$ cat config.mk
export PLATFORM = sky130hd
export DESIGN_NAME = pix_gain_steer
export DESIGN_NICKNAME = d
export VERILOG_FILES = /design/src/rtl/pgs_pkg.sv /design/src/rtl/pgs_gain_bank.sv /design/src/rtl/pgs_phase_track.sv /design/src/rtl/pgs_index_map.sv /design/src/rtl/pix_gain_steer.sv
export SDC_FILE = /design/constraint.sdc
export NUM_CORES = 1
export LEC_CHECK = 0
export BUFFER_PORTS_ARGS = -buffer_cell sky130_fd_sc_hd__buf_2
export CAP_MARGIN = 20
export CORE_MARGIN = 10
export CORE_UTILIZATION = 45
export DETAILED_ROUTE_END_ITERATION = 6
export PLACE_DENSITY_LB_ADDON = 0.25
export REMOVE_ABC_BUFFERS = 1
export SLEW_MARGIN = 0
export SYNTH_ARGS = -nofsm -noshare
export SYNTH_HDL_FRONTEND = slang
export SYNTH_SLANG_ARGS = --single-unit
export TNS_END_PERCENT = 10
$ cat constraint.sdc
create_clock -name clk -period 1.3 [get_ports clk]
set_input_delay 0.13 -clock clk [delete_from_list [all_inputs] [get_ports clk]]
set_output_delay 0.13 -clock clk [all_outputs]
set_load 0.02 [all_outputs]
$ cat src/rtl/pgs_pkg.sv
package pgs_pkg;

  typedef enum logic [1:0] {
    MODE_PROG     = 2'b00,
    MODE_INTL     = 2'b01,
    MODE_MOSAIC   = 2'b10,
    MODE_PROG_ALT = 2'b11
  } steer_mode_e;

  localparam int unsigned NUM_GAINS = 4;
  localparam int unsigned IDX_W     = $clog2(NUM_GAINS);
  localparam int unsigned ADDR_W    = 3;
  localparam logic [ADDR_W-1:0] ADDR_MODE = 3'd4;

endpackage

$ cat src/rtl/pgs_gain_bank.sv
module pgs_gain_bank
  import pgs_pkg::*;
#(
  parameter int unsigned GAIN_W = 8
) (
  input  logic                               clk,
  input  logic                               rst_n,
  input  logic                               cfg_we,
  input  logic [ADDR_W-1:0]                  cfg_addr,
  input  logic [GAIN_W-1:0]                  cfg_data,
  output logic [NUM_GAINS-1:0][GAIN_W-1:0]   gains,
  output steer_mode_e                        mode
);

  steer_mode_e mode_d;
  logic        mode_we;

  genvar g;
  generate
    for (g = 0; g < NUM_GAINS; g++) begin : g_reg
      localparam logic [ADDR_W-1:0] SLOT = ADDR_W'(g);
      logic              hit;
      logic [GAIN_W-1:0] val_d;

      always_comb begin
        hit   = cfg_we && (cfg_addr == SLOT);
        val_d = hit ? cfg_data : gains[g];
      end

      always_ff @(posedge clk or negedge rst_n) begin
        if (!rst_n) gains[g] <= '0;
        else if (hit) gains[g] <= val_d;
      end
    end
  endgenerate

  always_comb begin
    mode_we = cfg_we && (cfg_addr == ADDR_MODE);
    mode_d  = mode_we ? steer_mode_e'(cfg_data[1:0]) : mode;
  end

  always_ff @(posedge clk or negedge rst_n) begin
    if (!rst_n) mode <= MODE_PROG;
    else if (mode_we) mode <= mode_d;
  end

  assert_unused_addr_R2: assert property (@(posedge clk) disable iff (!rst_n)
    (cfg_we && cfg_addr > ADDR_MODE) |=> ($stable(gains) && $stable(mode)));

  assert_no_write_hold_R2: assert property (@(posedge clk) disable iff (!rst_n)
    !cfg_we |=> ($stable(gains) && $stable(mode)));

endmodule

$ cat src/rtl/pgs_phase_track.sv
module pgs_phase_track
  import pgs_pkg::*;
(
  input  logic             clk,
  input  logic             rst_n,
  input  logic             pix_en,
  input  logic             line_rst,
  input  logic             vsync,
  output logic [IDX_W-1:0] ph_eff,
  output logic             par_eff
);

  logic [IDX_W-1:0] ph_q, ph_d;
  logic             np_q, np_d;
  logic             cp_q, cp_d;
  logic             np_eff;

  always_comb begin
    ph_eff  = line_rst ? '0 : ph_q;
    np_eff  = vsync ? 1'b0 : np_q;
    par_eff = line_rst ? np_eff : cp_q;
    ph_d    = ph_q;
    np_d    = np_q;
    cp_d    = cp_q;
    if (pix_en) begin
      ph_d = ph_eff + IDX_W'(1);
      if (line_rst) begin
        cp_d = np_eff;
        np_d = ~np_eff;
      end else begin
        np_d = np_eff;
      end
    end
  end

  always_ff @(posedge clk or negedge rst_n) begin
    if (!rst_n) begin
      ph_q <= '0;
      np_q <= 1'b0;
      cp_q <= 1'b0;
    end else if (pix_en) begin
      ph_q <= ph_d;
      np_q <= np_d;
      cp_q <= cp_d;
    end
  end

  assert_parity_toggle_R6: assert property (@(posedge clk) disable iff (!rst_n)
    (pix_en && line_rst && !vsync) |=> (np_q != $past(np_q)) && (cp_q == $past(np_q)));

  assert_vsync_clear_R6: assert property (@(posedge clk) disable iff (!rst_n)
    (pix_en && vsync && !line_rst) |=> !np_q);

  assert_idle_hold_R10: assert property (@(posedge clk) disable iff (!rst_n)
    !pix_en |=> ($stable(ph_q) && $stable(np_q) && $stable(cp_q)));

endmodule

$ cat src/rtl/pgs_index_map.sv
module pgs_index_map
  import pgs_pkg::*;
(
  input  steer_mode_e      mode,
  input  logic [IDX_W-1:0] ph_eff,
  input  logic             par_eff,
  input  logic             field_odd,
  output logic [IDX_W-1:0] idx
);

  always_comb begin
    unique case (mode)
      MODE_INTL:   idx = {field_odd, ph_eff[0]};
      MODE_MOSAIC: idx = ph_eff;
      default:     idx = {par_eff, ph_eff[0]};
    endcase
  end

endmodule

$ cat src/rtl/pix_gain_steer.sv
module pix_gain_steer
  import pgs_pkg::*;
#(
  parameter int unsigned GAIN_W = 8
) (
  input  logic              clk,
  input  logic              rst_n,
  input  logic              pix_en,
  input  logic              line_rst,
  input  logic              vsync,
  input  logic              field_odd,
  input  logic              cfg_we,
  input  logic [ADDR_W-1:0] cfg_addr,
  input  logic [GAIN_W-1:0] cfg_data,
  output logic [GAIN_W-1:0] gain_out
);

  logic [NUM_GAINS-1:0][GAIN_W-1:0] gains;
  steer_mode_e                      mode;
  logic [IDX_W-1:0]                 ph_eff;
  logic                             par_eff;
  logic [IDX_W-1:0]                 idx_d;
  logic [IDX_W-1:0]                 idx_q;
  logic [GAIN_W-1:0]                gain_d;

  pgs_gain_bank #(.GAIN_W(GAIN_W)) u_bank (
    .clk      (clk),
    .rst_n    (rst_n),
    .cfg_we   (cfg_we),
    .cfg_addr (cfg_addr),
    .cfg_data (cfg_data),
    .gains    (gains),
    .mode     (mode)
  );

  pgs_phase_track u_phase (
    .clk      (clk),
    .rst_n    (rst_n),
    .pix_en   (pix_en),
    .line_rst (line_rst),
    .vsync    (vsync),
    .ph_eff   (ph_eff),
    .par_eff  (par_eff)
  );

  pgs_index_map u_map (
    .mode      (mode),
    .ph_eff    (ph_eff),
    .par_eff   (par_eff),
    .field_odd (field_odd),
    .idx       (idx_d)
  );

  always_comb gain_d = gains[idx_q];

  always_ff @(posedge clk or negedge rst_n) begin
    if (!rst_n) begin
      idx_q    <= '0;
      gain_out <= '0;
    end else if (pix_en) begin
      idx_q    <= idx_d;
      gain_out <= gain_d;
    end
  end

  assert_mosaic_restart_R8: assert property (@(posedge clk) disable iff (!rst_n)
    (pix_en && line_rst && mode == MODE_MOSAIC) |=> (idx_q == '0));

  assert_intl_field_R7: assert property (@(posedge clk) disable iff (!rst_n)
    (pix_en && mode == MODE_INTL) |=> (idx_q[1] == $past(field_odd)));

  assert_line_start_R4: assert property (@(posedge clk) disable iff (!rst_n)
    (pix_en && line_rst && mode != MODE_MOSAIC) |=> (idx_q[0] == 1'b0));

  assert_output_hold_R10: assert property (@(posedge clk) disable iff (!rst_n)
    !pix_en |=> $stable(gain_out));

endmodule

# Yosys cells after proc, flatten, opt, wreduce, memory -nomap -nowiden
# Index checks and enable logic that the tools add are counted.
# Widths: inputs -> output; s select.
# op_classes
bitwise_logic,1
reduce_logical,6
n_addsub,1
n_mul,0
n_div,0
mux,7
eq_ne,6
shifts,0
magnitude_cmp,1
# ops
op,n
$bmux 8 s2,1
$mux 8,1
$eq 3x2->1 const B,2
$logic_and 1x1->1,5
$pmux 2 s2,1
$eq 3x1->1 const B,1
$eq 3x3->1 const B,1
$logic_not 3->1,1
$lt 2x3->1 const B,1
$mux 1,3
$add 2x1->2 const B,1
$eq 2x1->1 const B,1
$eq 2x2->1 const B,1
$mux 2,1
$not 1->1,1
# totals
latchBits,0
romBits,0
elab_cells,32
mem_count,0
register_bits,48
ram_bits,0
output_inout_bits,8
in_bits,18

# Depth between registers and ports, before layout
# depth
word_depth,3
ltp_mapped,5
depth_no_buf,5

# Hierarchy
# Synthesis repeated with hierarchy kept, for this count alone.
# unflattened
cells_unflattened,151
area_unflattened_um2,2170.8
# modules_own_cells
mod,cells_each,area_each_um2,instances,seq_area_each_um2
pgs_gain_bank,75,1308.8,1,850.8
pix_gain_steer,50,603.1,1,250.2
pgs_phase_track,18,202.7,1,100.1
pgs_index_map,8,56.3,1,0.0

# Worst setup path after synthesis
# OpenSTA, ideal clock, no wires.
# synth_timing
path_kind,register to register
startpoint,register idx_q[0]
endpoint,register gain_out[0]
n_path_buf,1
arrival_ns,1.236
setup_slack_ns,-0.060
synth_period_minus_slack_ns,1.360
setup_time_ns,0.125
path_stages_with_launch,4
t_required_ns,1.175
cell_sequence,dfrtp_1 > buf_6 > mux4_1 > mux2_2
# synth_via
elab_chain_len,2
# synth_lines
item,line_no,rtl
"start, declared",pix_gain_steer.sv:23,logic [IDX_W-1:0] idx_q;
"start signal, assigned",pix_gain_steer.sv:61,idx_q <= idx_d;
$bmux 8 s2,pix_gain_steer.sv:54,always_comb gain_d = gains[idx_q];
$mux 8 (not written as such),pix_gain_steer.sv:54,
"end signal, assigned",pix_gain_steer.sv:62,gain_out <= gain_d;
"end, declared",pix_gain_steer.sv:15,output logic [GAIN_W-1:0] gain_out
# Every way passes these cells. The select of a mux whose other input is x is not followed.
# A chain may end at the register's enable or synchronous reset.

# Worst setup path in the final report
# layout_timing
startpoint,register idx_q[0]
endpoint,register gain_out[4]
# The elaborated chain is that of the path after synthesis.

==> out/metrics.csv <==
metric,value,unit
maxCapViolCount,0,
min_path_cells,2,
gp_congestion,0.738,
grt.total_usage,12.1,%
fmax,697,MHz
drive_gt1_share,58.5,%
ios,26,
path_max_fanout,3,
grt_max_degree,31,
violations,negative setup slack,
powerDensity,1760,nW/um2
rsz0062_at_grt,true,
post-route-period-util,110,%
clkLatencyLatePin,0.30,ns
drtIter0Drc,50,
routed_wl,4320,um
htreeDepth,2,
netlist_top_cells_area,"dfrtp_1, mux2_2, mux4_1, ha_1, nor4b_4",
r2r-end,gain_out[4],
fin_skew,0.00918,ns
synth_warnings,0,
cts_root_buf,clkbuf_8,
die_h,89.0,um
post-route-drc-count,0,
report.power.total,4.53,mW
yosysUniqueCellTypes,23,
ff2ff_setup_slack,-0.13,ns
clkTransAtPathRegs,0.09,ns
synth_largest_area_cell,dfrtp_1,
wl_per_cell,18.8,um
viasPerCell,5.44,
cp-end-kind,register,
numPortBuffers,25,
status,"finished, violations left",
first_pass_iters,3,
grt_pass1_vias,1425,
min_to,u_bank.gains[30],
grt_overflow,0,
maxSlewViolCount,0,
utilization,55.2,%
die_w,89.0,um
fin_nets,195,
num_vias,1252,
fin_ws,-0.134,ns
hold_viol_final,0,
synth_top_area_share,56.1,%
syn_avg_cell_area,15.8,um2
layout_common_cells,"dfrtp_1, mux2_2, buf_2, mux4_2, buf_4",
worstMarginPinSlew,0.459,ns
start_util,46.0,%
dp_cells,219,
vdd_drop_max,0.000984,V
setup_viol,8,
hpwl,3120,um
cts_inserted_buffers,5,
fp-row-count,25,
reg2reg_from,idx_q[0],
power_leakage,1.15,nW
hp-start,cfg_data[6],
critPathLaunchType,register,
layoutNonFillerInstCount,230,
final_common_cell,dfrtp_1,
crit_required,1.50,ns
syn_area,2140,um2
max_slew_margin,69.4,%
coreArea,4660,um2
diodes,0,
r2r_cells,3,
dieArea,7920,um2
cts_sinks,48,
drtAntennaViolNets,0,
fin_crit,1.43,ns
cp_data_arrival_time,1.63,ns
tritoncts,yes,
antenna_found_initial,0,
worstHoldPathType,in -> reg,
ys_ff_latch,48,
synthCells,136,
grt_pass1_wl,7260,um
syn_to_final_growth,20.2,%
worstSetupPathType,reg -> reg,
yosysSeqAreaShare,56.1,%
clk_path_buf_depth,2,
==> how the worst max path moves through the flow <==
stage | slack (ns) | end | cells after the start | startpoint
after floorplan | -0.27 | u_bank.gains[10] | 2 | cfg_we
after global placement | -0.12 | gain_out[2] | 3 | idx_q[0]
after detailed placement | -0.14 | gain_out[3] | 3 | idx_q[0]
after CTS | -0.14 | gain_out[2] | 3 | idx_q[0]
after global routing | -0.19 | gain_out[4] | 3 | idx_q[0]
final | -0.13 | gain_out[4] | 3 | idx_q[0]
==> area by class of cell <==
cell class,instances,area (um2)
clock inverter,3,42.5
sequential,48,1200
timing repair buffer,39,260
multi-input combinational,76,915
fill,389,2090
tap,54,67.6
clock buffer,5,68.8
inverter,5,18.8
==> synth_stat cells <==
cell,count
dfrtp_1,48
mux2_2,44
mux4_1,7
inv_1,5
buf_2,4
a21oi_1,3
nor2_1,3
clkbuf_1,2
ha_1,2
nand2_1,2
nand3b_1,2
nor4bb_1,2
o22ai_1,2
a21boi_0,1
a32oi_1,1
a41o_1,1
buf_6,1
mux4_2,1
nand2b_1,1
nand4b_1,1
nor3_1,1
nor4b_4,1
o21ai_0,1
==> cells by family after synthesis <==
family | after synthesis | synth area share [%]
flip-flops | 48 | 56.1
AO/OA/AOI/OAI | 9 | 2.75
AND/OR/NAND/NOR | 13 | 4.56
adder cells (fa/ha/maj) | 2 | 1.17
buffers and inverters | 12 | 2.69
multiplexers | 52 | 32.8
==> per-stage QoR <==
stage	instance area (um2)	setup TNS, ns	worst slack [ns]	hold WS, ns
global route	2570	-1.30	-0.195	0.0926
finish	2570	-0.869	-0.134	0.0958
global placement	2390	-0.778	-0.116	0.0937
floorplan	2100	-5.40	-0.266	-0.166
detailed placement	2390	-1.02	-0.144	0.108
CTS	2550	-0.948	-0.142	0.0806
==> repair_timing <==
action	CTS	global route
buffers inserted	2	0
hold buffers	1	0
pin swaps	1	1
setup endpoints to repair	8	9
resized for setup	19	4
endpoints found under the hold margin	18	0
==> worst max-delay path, stage by stage (launching register included) <==
cell and delay [ns]:
dfrtp_1 0.42, buf_6 0.14, mux4_2 0.49, mux2_4 0.27
==> metal layers <==
| metal | track usage (%) | share of wire, % | up-vias |
|---|---|---|---|
| met5 | 0 | 0 | - |
| met4 | 4.34 | 1.4 | 0 |
| met3 | 3.37 | 4.2 | 6 |
| met2 | 21.7 | 54 | 18 |
| met1 | 13.3 | 41 | 653 |
| li1 | - | - | 575 |
==> flip-flops by register name, indices dropped and copies added, names as in the netlist <==
signal,count
idx_q,2
u_bank.mode,2
gain_out,8
u_phase.cp_q,1
u_phase.ph_q,2
u_phase.np_q,1
u_bank.gains,32
==> power by group <==
| group | switching [mW] | internal, mW | total (mW) |
|---|---|---|---|
| registers | 0.235 | 1.89 | 2.12 |
| clock network | 0.494 | 0.569 | 1.06 |
| logic | 0.569 | 0.776 | 1.34 |
| total | 1.30 | 3.23 | 4.53 |
(Power assumes the default switching activity.)
